`config.mk`:
```
export PLATFORM = sky130hd
export DESIGN_NAME = adaptor_id_slave
export DESIGN_NICKNAME = d
export VERILOG_FILES = /design/src/rtl/adid_pkg.sv /design/src/rtl/adid_line_filter.sv /design/src/rtl/adid_bus_events.sv /design/src/rtl/adid_id_rom.sv /design/src/rtl/adid_engine.sv /design/src/rtl/adaptor_id_slave.sv
export SDC_FILE = /design/constraint.sdc
export NUM_CORES = 1
export LEC_CHECK = 0
export BUFFER_PORTS_ARGS = -buffer_cell sky130_fd_sc_hd__buf_2
export CAP_MARGIN = 30
export CORE_MARGIN = 2
export CORE_UTILIZATION = 62
export DETAILED_ROUTE_END_ITERATION = 10
export GPL_ROUTABILITY_DRIVEN = 0
export PLACE_DENSITY = 0.82
export SLEW_MARGIN = 20
export SYNTH_ARGS = -nofsm -noshare
export SYNTH_HDL_FRONTEND = slang
export SYNTH_HIERARCHICAL = 1
export SYNTH_SLANG_ARGS = --single-unit
```
`constraint.sdc`:
```
create_clock -name clk -period 4.1 [get_ports clk]
set_clock_uncertainty 0.15 [all_clocks]
set_input_delay 0.82 -clock clk [delete_from_list [all_inputs] [get_ports clk]]
set_output_delay 0.82 -clock clk [all_outputs]
set_load 0.05 [all_outputs]
```
`src/rtl/adid_pkg.sv`:
```
package adid_pkg;

    localparam int               OFS_W    = 5;
    localparam logic [OFS_W-1:0] LAST_OFS = 5'd16;
    localparam logic [6:0]       DEF_ADDR = 7'b1000000;

    typedef enum logic [2:0] {
        ST_IDLE,
        ST_ADDR,
        ST_ADDR_ACK,
        ST_OFS,
        ST_OFS_ACK,
        ST_TX,
        ST_TX_ACK,
        ST_HOLD
    } slv_state_e;

    typedef struct packed {
        logic scl;
        logic sda;
        logic scl_rise;
        logic scl_fall;
        logic start;
        logic stop;
    } bus_ev_t;

    function automatic logic [7:0] id_byte(input logic [OFS_W-1:0] ofs);
        logic [7:0] v;
        case (ofs)
            5'd0:  v = 8'h44;
            5'd1:  v = 8'h50;
            5'd2:  v = 8'h2D;
            5'd3:  v = 8'h48;
            5'd4:  v = 8'h44;
            5'd5:  v = 8'h4D;
            5'd6:  v = 8'h49;
            5'd7:  v = 8'h20;
            5'd8:  v = 8'h41;
            5'd9:  v = 8'h44;
            5'd10: v = 8'h41;
            5'd11: v = 8'h50;
            5'd12: v = 8'h54;
            5'd13: v = 8'h4F;
            5'd14: v = 8'h52;
            5'd15: v = 8'h04;
            default: v = 8'hFF;
        endcase
        return v;
    endfunction

    function automatic logic [OFS_W-1:0] clamp_ofs(input logic [7:0] v);
        return (v > 8'(LAST_OFS)) ? LAST_OFS : v[OFS_W-1:0];
    endfunction

    function automatic logic [OFS_W-1:0] step_ofs(input logic [OFS_W-1:0] p);
        return (p == LAST_OFS) ? p : p + 1'b1;
    endfunction

endpackage

```
`src/rtl/adid_line_filter.sv`:
```
module adid_line_filter #(
    parameter int SYNC_STAGES = 2
) (
    input  logic clk,
    input  logic rst,
    input  logic raw,
    output logic clean
);
    localparam int TOP = SYNC_STAGES - 1;

    logic [TOP:0] sync_q;
    logic         hist_q;

    always_ff @(posedge clk) begin
        if (rst) begin
            sync_q <= '1;
            hist_q <= 1'b1;
            clean  <= 1'b1;
        end else begin
            sync_q <= {sync_q[TOP-1:0], raw};
            hist_q <= sync_q[TOP];
            if (sync_q[TOP] == hist_q)
                clean <= hist_q;
        end
    end
endmodule

```
`src/rtl/adid_bus_events.sv`:
```
module adid_bus_events
    import adid_pkg::*;
(
    input  logic    clk,
    input  logic    rst,
    input  logic    scl_c,
    input  logic    sda_c,
    output bus_ev_t ev
);
    logic scl_p, sda_p;

    always_ff @(posedge clk) begin
        if (rst) begin
            scl_p <= 1'b1;
            sda_p <= 1'b1;
        end else begin
            scl_p <= scl_c;
            sda_p <= sda_c;
        end
    end

    always_comb begin
        ev.scl      = scl_c;
        ev.sda      = sda_c;
        ev.scl_rise = scl_c & ~scl_p;
        ev.scl_fall = ~scl_c & scl_p;
        ev.start    = scl_c & scl_p & sda_p & ~sda_c;
        ev.stop     = scl_c & scl_p & ~sda_p & sda_c;
    end
endmodule

```
`src/rtl/adid_id_rom.sv`:
```
module adid_id_rom
    import adid_pkg::*;
(
    input  logic [OFS_W-1:0] ofs,
    output logic [7:0]       data
);
    always_comb data = id_byte(ofs);
endmodule

```
`src/rtl/adid_engine.sv`:
```
module adid_engine
    import adid_pkg::*;
#(
    parameter logic [6:0] SLAVE_ADDR = DEF_ADDR
) (
    input  logic             clk,
    input  logic             rst,
    input  bus_ev_t          ev,
    input  logic             id_en,
    input  logic             active,
    input  logic [7:0]       rom_data,
    output logic [OFS_W-1:0] rom_ofs,
    output logic             sda_oe
);
    slv_state_e       state;
    logic [3:0]       bitcnt;
    logic [7:0]       rx_sh;
    logic [7:0]       tx_sh;
    logic [OFS_W-1:0] ptr;
    logic             rd_dir;
    logic             ack_low;

    always_comb rom_ofs = (state == ST_TX_ACK) ? step_ofs(ptr) : ptr;

    always_ff @(posedge clk) begin
        if (rst) begin
            state   <= ST_IDLE;
            bitcnt  <= '0;
            rx_sh   <= '0;
            tx_sh   <= '1;
            ptr     <= '0;
            rd_dir  <= 1'b0;
            ack_low <= 1'b0;
            sda_oe  <= 1'b0;
        end else if (!active) begin
            state  <= ST_IDLE;
            sda_oe <= 1'b0;
        end else if (ev.stop) begin
            state  <= ST_IDLE;
            ptr    <= '0;
            sda_oe <= 1'b0;
        end else if (ev.start) begin
            state  <= ST_ADDR;
            bitcnt <= '0;
            sda_oe <= 1'b0;
        end else begin
            case (state)
                ST_ADDR, ST_OFS: begin
                    if (ev.scl_rise && bitcnt != 4'd8) begin
                        rx_sh  <= {rx_sh[6:0], ev.sda};
                        bitcnt <= bitcnt + 4'd1;
                    end else if (ev.scl_fall && bitcnt == 4'd8) begin
                        if (state == ST_OFS) begin
                            ptr    <= clamp_ofs(rx_sh);
                            sda_oe <= 1'b1;
                            state  <= ST_OFS_ACK;
                        end else if (id_en && rx_sh[7:1] == SLAVE_ADDR) begin
                            rd_dir <= rx_sh[0];
                            sda_oe <= 1'b1;
                            state  <= ST_ADDR_ACK;
                        end else begin
                            state <= ST_IDLE;
                        end
                    end
                end
                ST_ADDR_ACK: begin
                    if (ev.scl_fall) begin
                        bitcnt <= '0;
                        if (rd_dir) begin
                            tx_sh  <= {rom_data[6:0], 1'b1};
                            sda_oe <= ~rom_data[7];
                            state  <= ST_TX;
                        end else begin
                            sda_oe <= 1'b0;
                            state  <= ST_OFS;
                        end
                    end
                end
                ST_OFS_ACK: begin
                    if (ev.scl_fall) begin
                        sda_oe <= 1'b0;
                        state  <= ST_HOLD;
                    end
                end
                ST_TX: begin
                    if (ev.scl_rise) begin
                        bitcnt <= bitcnt + 4'd1;
                    end else if (ev.scl_fall) begin
                        if (bitcnt == 4'd8) begin
                            sda_oe <= 1'b0;
                            state  <= ST_TX_ACK;
                        end else begin
                            sda_oe <= ~tx_sh[7];
                            tx_sh  <= {tx_sh[6:0], 1'b1};
                        end
                    end
                end
                ST_TX_ACK: begin
                    if (ev.scl_rise) begin
                        ack_low <= ~ev.sda;
                    end else if (ev.scl_fall) begin
                        if (ack_low) begin
                            ptr    <= step_ofs(ptr);
                            bitcnt <= '0;
                            tx_sh  <= {rom_data[6:0], 1'b1};
                            sda_oe <= ~rom_data[7];
                            state  <= ST_TX;
                        end else begin
                            state <= ST_HOLD;
                        end
                    end
                end
                default: ;
            endcase
        end
    end

    // pointer saturates at the last table entry
    assert_ptr_bound_R5: assert property (@(posedge clk) disable iff (rst)
        ptr <= LAST_OFS);

    // address acknowledge only entered with the enable high
    assert_ack_needs_en_R6: assert property (@(posedge clk) disable iff (rst)
        (state == ST_ADDR_ACK && $past(state) != ST_ADDR_ACK) |-> $past(id_en));

    // drive begins only while the filtered clock is low
    assert_drive_scl_low_R10: assert property (@(posedge clk) disable iff (rst)
        $rose(sda_oe) |-> !ev.scl);

    // low-power input releases the line
    assert_quiet_lowpower_R8: assert property (@(posedge clk) disable iff (rst)
        !active |=> !sda_oe);

    // STOP rewinds the pointer
    assert_stop_rewinds_R7: assert property (@(posedge clk) disable iff (rst)
        (active && ev.stop) |=> ptr == '0);

    // a master NACK releases the line and parks the engine
    assert_nack_release_R4: assert property (@(posedge clk) disable iff (rst)
        (active && state == ST_TX_ACK && ev.scl_fall && !ack_low) |=> (!sda_oe && state == ST_HOLD));

endmodule

```
`src/rtl/adaptor_id_slave.sv`:
```
module adaptor_id_slave
    import adid_pkg::*;
#(
    parameter logic [6:0] SLAVE_ADDR  = DEF_ADDR,
    parameter int         SYNC_STAGES = 2
) (
    input  logic clk,
    input  logic rst,
    input  logic scl_in,
    input  logic sda_in,
    output logic sda_oe,
    input  logic id_en,
    input  logic active
);
    localparam int LINES = 2;

    logic [LINES-1:0] raw_lines;
    logic [LINES-1:0] clean_lines;
    bus_ev_t          ev;
    logic [OFS_W-1:0] rom_ofs;
    logic [7:0]       rom_data;

    always_comb raw_lines = {scl_in, sda_in};

    for (genvar g = 0; g < LINES; g++) begin : g_filt
        adid_line_filter #(.SYNC_STAGES(SYNC_STAGES)) u_filt (
            .clk   (clk),
            .rst   (rst),
            .raw   (raw_lines[g]),
            .clean (clean_lines[g])
        );
    end

    adid_bus_events u_events (
        .clk   (clk),
        .rst   (rst),
        .scl_c (clean_lines[1]),
        .sda_c (clean_lines[0]),
        .ev    (ev)
    );

    adid_id_rom u_rom (
        .ofs  (rom_ofs),
        .data (rom_data)
    );

    adid_engine #(.SLAVE_ADDR(SLAVE_ADDR)) u_engine (
        .clk      (clk),
        .rst      (rst),
        .ev       (ev),
        .id_en    (id_en),
        .active   (active),
        .rom_data (rom_data),
        .rom_ofs  (rom_ofs),
        .sda_oe   (sda_oe)
    );
endmodule

```
After elaboration in Yosys (flattened, before gate mapping)
Memory sizes are Yosys's and may differ from the RTL's.
Index checks and enable logic that the tools add are counted.
{ "totals": {"register_bits": 41, "mem_bits_ro": 112, "word_cells": 162, "memories": 1} }
{ "op_classes": {"add_sub_neg": 2, "order_cmp": 1, "n_eq_ne": 44, "muxes": 59, "bitwise": 18, "n_reduce_logical": 20} }
{ "memory_table": {"columns": ["name", "words", "word_bits", "rd", "rd_clocked_by_memory_dff", "write_ports", "line_no", "text"], "rows": [
  ["(no name shown)", 16, 7, 1, 0, 0, "adid_pkg.sv:29", "case (ofs)"]
]} }
{ "ops": {"columns": ["cell", "count"], "rows": [
  ["8-bit 2-to-1 mux", 9],
  ["5-bit 2-to-1 mux", 11],
  ["3-bit by 2-bit != test with 1-bit output, second input constant", 13],
  ["3-bit 2-to-1 mux", 11],
  ["4-bit 2-to-1 mux", 7],
  ["8-bit one-hot mux with 3 select lines", 1],
  ["10-bit AND reduction", 2],
  ["9-bit AND reduction", 2],
  ["2-bit by 1-bit != test with 1-bit output, second input constant", 8],
  ["4-bit one-hot mux with 4 select lines", 1],
  ["3-bit != test, second input constant", 5],
  ["3-bit one-hot mux with 5 select lines", 1],
  ["1-bit 2-to-1 mux", 14],
  ["12-bit AND reduction", 1],
  ["1-bit inverter", 11],
  ["11-bit AND reduction", 1],
  ["2-bit != test, second input constant", 5],
  ["5-bit one-hot mux with 2 select lines", 1],
  ["5-bit AND reduction", 2],
  ["5-bit nonzero test", 2],
  ["3-bit equality test, second input constant", 3],
  ["8-bit by 5-bit greater-than comparator with 1-bit output, second input constant", 1],
  ["8-bit AND reduction", 1],
  ["1-bit AND", 7],
  ["other kinds (18)", 24]
]} }

Depth between registers and ports, before layout
An unclocked memory read counts as a cell.
{ "logic_depth": {"depth_word": 10, "depth_mapped": 12, "ltp_nobuf": 12} }

By module
Netlist, hierarchy kept.
{ "modules_own_cells": {"columns": ["module", "n_inst", "cells_per_inst", "area_per_inst_um2"], "rows": [
  ["adid_engine", 1, 216, 1861.8],
  ["adid_id_rom", 1, 35, 250.2],
  ["adid_line_filter", 2, 10, 115.1],
  ["adid_bus_events", 1, 10, 100.1]
]} }

Worst setup path after synthesis
Ideal clock, no wire load.
{ "synth_timing": {"path_type": "register to register", "startpoint": "register u_engine.ptr[0]", "endpoint": "register u_engine.tx_sh[1]", "setup_ns": 0.123, "arrival_ns": 2.559, "required_ns": 3.827, "path_slack_ns": 1.268, "path_stages_with_launch": 13, "path_buffers": 0, "synth_period_minus_slack_ns": 2.832, "cell_sequence": "dfxtp_1 -> inv_1 -> ha_1 -> or4bb_1 -> and2_1 -> xnor2_1 -> inv_1 -> ha_1 -> nor2b_1 -> a2111oi_2 -> a31oi_1 -> nor2_1 -> a31oi_1"} }
{ "synth_via": {"elab_chain_len": 9, "word_cells_on_any_way": 12, "classes_between": "add/sub: 1; eq/ne: 1; mux: 9; memory: 1"} }
{ "synth_rtl": {"columns": ["element", "line_no", "text"], "rows": [
  ["start, declared", "adid_engine.sv:19", "logic [OFS_W-1:0] ptr;"],
  ["start signal, assigned", "adid_engine.sv:54", "ptr <= clamp_ofs(rx_sh);"],
  ["start signal, assigned", "adid_engine.sv:103", "ptr <= step_ofs(ptr);"],
  ["5-bit by 1-bit adder with 5-bit output or 5-bit equality test (tied branches)", "adid_pkg.sv:56", "return (p == LAST_OFS) ? p : p + 1'b1;"],
  ["5-bit 2-to-1 mux", null, null],
  ["5-bit 2-to-1 mux *", "adid_engine.sv:23", "always_comb rom_ofs = (state == ST_TX_ACK) ? step_ofs(ptr) : ptr;"],
  ["via rom_ofs[0]", "adaptor_id_slave.sv:20", "logic [OFS_W-1:0] rom_ofs;"],
  ["memory 16 x 7 bit *", null, null],
  ["8-bit 2-to-1 mux *", "adid_pkg.sv:29", null],
  ["via rom_data[0]", "adaptor_id_slave.sv:21", "logic [7:0] rom_data;"],
  ["8-bit 2-to-1 mux", "adid_engine.sv:102", "if (ack_low) begin"],
  ["8-bit 2-to-1 mux", "adid_engine.sv:101", "end else if (ev.scl_fall) begin"],
  ["8-bit 2-to-1 mux", "adid_engine.sv:99", "if (ev.scl_rise) begin"],
  ["8-bit one-hot mux with 3 select lines *", "adid_engine.sv:47", "case (state)"],
  ["end signal, assigned", "adid_engine.sv:70", "tx_sh <= {rom_data[6:0], 1'b1};"],
  ["end signal, assigned", "adid_engine.sv:94", "tx_sh <= {tx_sh[6:0], 1'b1};"],
  ["end signal, assigned", "adid_engine.sv:105", "tx_sh <= {rom_data[6:0], 1'b1};"],
  ["end, declared", "adid_engine.sv:18", "logic [7:0] tx_sh;"]
]} }
The timed path passes the listed nets; every way through them passes the cells marked *. The select of a mux whose other input is x is not followed.
A chain may end at the register's enable or synchronous reset.

Final worst setup path
Same ends and word-level chain as after synthesis.

==> results by group <==
Outcome
  – Outcome: finished clean

Timing
  – Max-slew violation count: 0
  – Final Cycle Share: 76.72%
  – Fin crit period: between 3 and 4 ns
  – Worst-margin pin slew: roughly 0.79 ns
  – Hold_ws: approximately 0.26 ns
  – Final setup fails: 0
  – Setup TNS: 0 ns
  – Peak Freq: 317.9 MHz
  – RSZ-0062 raised after global routing: no
  – Final Hold Vio Count: 0
  – Slew headroom: between 40% and 50%

Clock tree
  – Post-CTS setup repair buffer count: 0
  – TritonCTS Sinks: 40
  – CTS tree: yes
  – Max clock buf depth: 2
  – CTS buffer count: 5
  – CTS resizes: 0
  – CTS HTree Levels: 2
  – Root Buffer: clkbuf_8
  – Worst skew pair latency: 0.30 ns
  – Hold Buf Count CTS: 0
  – Clk slew on worst S/H paths: approximately 0.08 ns

Floorplan
  – Area of the core: between 0.003 and 0.004 sq mm
  – Die Area: between 0.004 and 0.005 sq mm
  – Die span in y: ~67 um
  – Initial Utilization: 65.52%
  – Row count: 22
  – Die W: approximately 67 um
  – IO Count: 7

Placed design
  – Post-detail-place hpwl: around 3.4 mm
  – IO Port Bufs: 6

Logic synthesis
  – Gate Count Post-Synth: 280
  – Ys Warns: 6
  – Syn nets: a little under 300
  – Mean post-synth cell area: ~8.7 sq um
  – Netlist Area Pre-Place: 0.002435 sq mm

GRT
  – Grt ovf: 0
  – Number of global-route vias before repair: 1781
  – GR Util All Layers: approximately 24%
  – Initial antenna violation count: 0
  – Largest net degree at the start of global routing: 36
  – First-pass GRT wire length: ~8.1 mm

Worst hold path
  – HP Class: reg -> reg
  – Worst Hold Launch: g_filt[1].u_filt/sync_q[0]
  – Min-Delay Path Depth: 1
  – Hold Path End: g_filt[1].u_filt/sync_q[1]

Cells and area
  – Share of cells above drive strength 1: approximately 9%
  – Util after Layout: between 60% and 70%
  – Final nets: between 200 and 300
  – N_diodes: 0
  – Fill cells: around 310
  – Layout area overhead: 3.854%
  – Reg area: between 800 and 900 sq um
  – Multi-input logic area: between 0.001 and 0.0015 sq mm

Drt
  – DRC: 0
  – Drt wl/cell: 14.58 um
  – ANT nets after route: 0
  – Vias per inst: 6.067
  – Vias: around 2000
  – First-pass DRT Iterations: 4
  – Post-Route WL: around 4.8 mm
  – DRT iter0 DRCs: 123

Power
  – Overall Power: 0.7437 mW
  – Leak: 1.007 nW
  – Peak VDD IR: roughly 250 uV
  – Switching power: 0.1637 mW
  – Clock network power share: between 40% and 50%
  – Reg power frac: between 50 and 60%
  – Net Sw Frac: roughly 22%
  – Logic pwr share: ~2.6%
  – Internal power: between 0.5 and 0.6 mW
  – Power Density: ~300 mW/mm^2

Critical path
  – Worst-path maximum fanout: 6
  – CP Capture Type: flop
  – Worst reg2reg endpoint: u_engine/tx_sh[1]
  – Worst R2R Start: u_engine/ptr[0]
  – Ordered cell list for the critical path: inv_1 > ha_1 > or4bb_1 > and2_1 > xnor2_1 > inv_1 > ha_1 > nor2b_1 > a2111oi_2 > a31oi_1 > nor2_1 > a31oi_1
  – Crit-path max cell delay: between 0.4 and 0.5 ns
  – Slowest-stage cell, CP: or4bb_1
  – Worst setup SP type: flop
  – Critical path data required time: just over 4 ns
  – R2R Setup Slk: approximately 0.95 ns
  – Worst path top cell family by delay: simple AND/OR/NAND/NOR gates
  – Crit path kind: reg -> reg
  – Buf/Inv on CP: 2
  – Arrival @ worst endpoint: between 3 and 4 ns
  – FF-to-FF path depth: 12

Flow run
  – Max-cap check violation count: 0
[registers in the layout, indices dropped and copies added, names as in the netlist]
name and flops:
u_engine/rx_sh 8, g_filt.u_filt/hist_q 2, g_filt.u_filt/sync_q 4, g_filt.u_filt/clean 2
u_engine/ptr 5, u_engine/ack_low 1, u_engine/rd_dir 1, u_events/sda_p 1
u_engine/bitcnt 4, u_events/scl_p 1, u_engine/sda_oe 1, u_engine/state 3
u_engine/tx_sh 7
[worst reg2reg max path: stages, from the launching register on]
cell and delay [ns]:
dfxtp_1 0.33, inv_1 0.13, ha_1 0.16, or4bb_1 0.48
and2_1 0.23, xnor2_1 0.39, inv_1 0.15, ha_1 0.30
nor2b_1 0.07, a2111oi_2 0.33, a31oi_1 0.07, nor2_1 0.13
a31oi_1 0.09
[worst max-delay path by stage]
stage,from,to,slack (ns),cells after the start
2_1_floorplan,u_engine/ptr[0],u_engine/tx_sh[1],1.27,12
3_3_place_gp,u_engine/ptr[0],u_engine/tx_sh[1],1.06,12
3_5_place_dp,u_engine/ptr[0],u_engine/tx_sh[1],0.97,12
4_1_cts,u_engine/ptr[0],u_engine/tx_sh[1],0.95,12
5_1_grt,u_engine/ptr[0],u_engine/tx_sh[1],0.71,12
6_report,u_engine/ptr[0],u_engine/tx_sh[1],0.95,12
[cells in the final DEF (no fill, tap or decap), types with 7 or more instances in the layout]
master / instances
dfxtp_1: 40
nor2_1: 22
mux2i_1: 19
nand2_1: 15
inv_1: 13
a31oi_1: 12
a21oi_1: 11
nor3_1: 11
o21ai_0: 10
ha_1: 9
or2_1: 8
nor2b_1: 7
[power groups by stage]
stage / clock, mW / sequential (mW) / combinational (mW)
6_report: 0.333 / 0.392 / 0.0190
5_1_grt: 0.355 / 0.392 / 0.0216
4_1_cts: 0.338 / 0.392 / 0.0193
3_5_place_dp: 0 / 0.401 / 0.0192
3_3_place_gp: 0 / 0.401 / 0.0188
2_1_floorplan: 0 / 0.400 / 0.0143
[per-stage QoR]
step           instances  cell area (sq um)  setup WS, ns
3_3_place_gp         318               2414         1.064
5_1_grt              326               2529        0.7075
2_1_floorplan        280               2435         1.268
4_1_cts              326               2529        0.9508
3_5_place_dp         318               2414        0.9682
6_report             326               2529        0.9544
[metal layers]
layer / GRT usage [%] / part of all wire, % / vias up
li1: - / - / 1013
met1: 29.35 / 48 / 924
met5: 0 / 0 / -
met4: 10.71 / 2.2 / 0
met2: 40.38 / 46 / 32
met3: 5.912 / 2.9 / 9
[area by class of cell]
cell class,instances,share of cell area (%)
tap,48,2.375
inverter,14,2.078
multi-input combinational,207,57.25
sequential,40,31.67
clock buffer,5,2.721
clock inverter,3,1.831
timing repair buffer,9,2.078
Power figures use the tool's default switching activity.
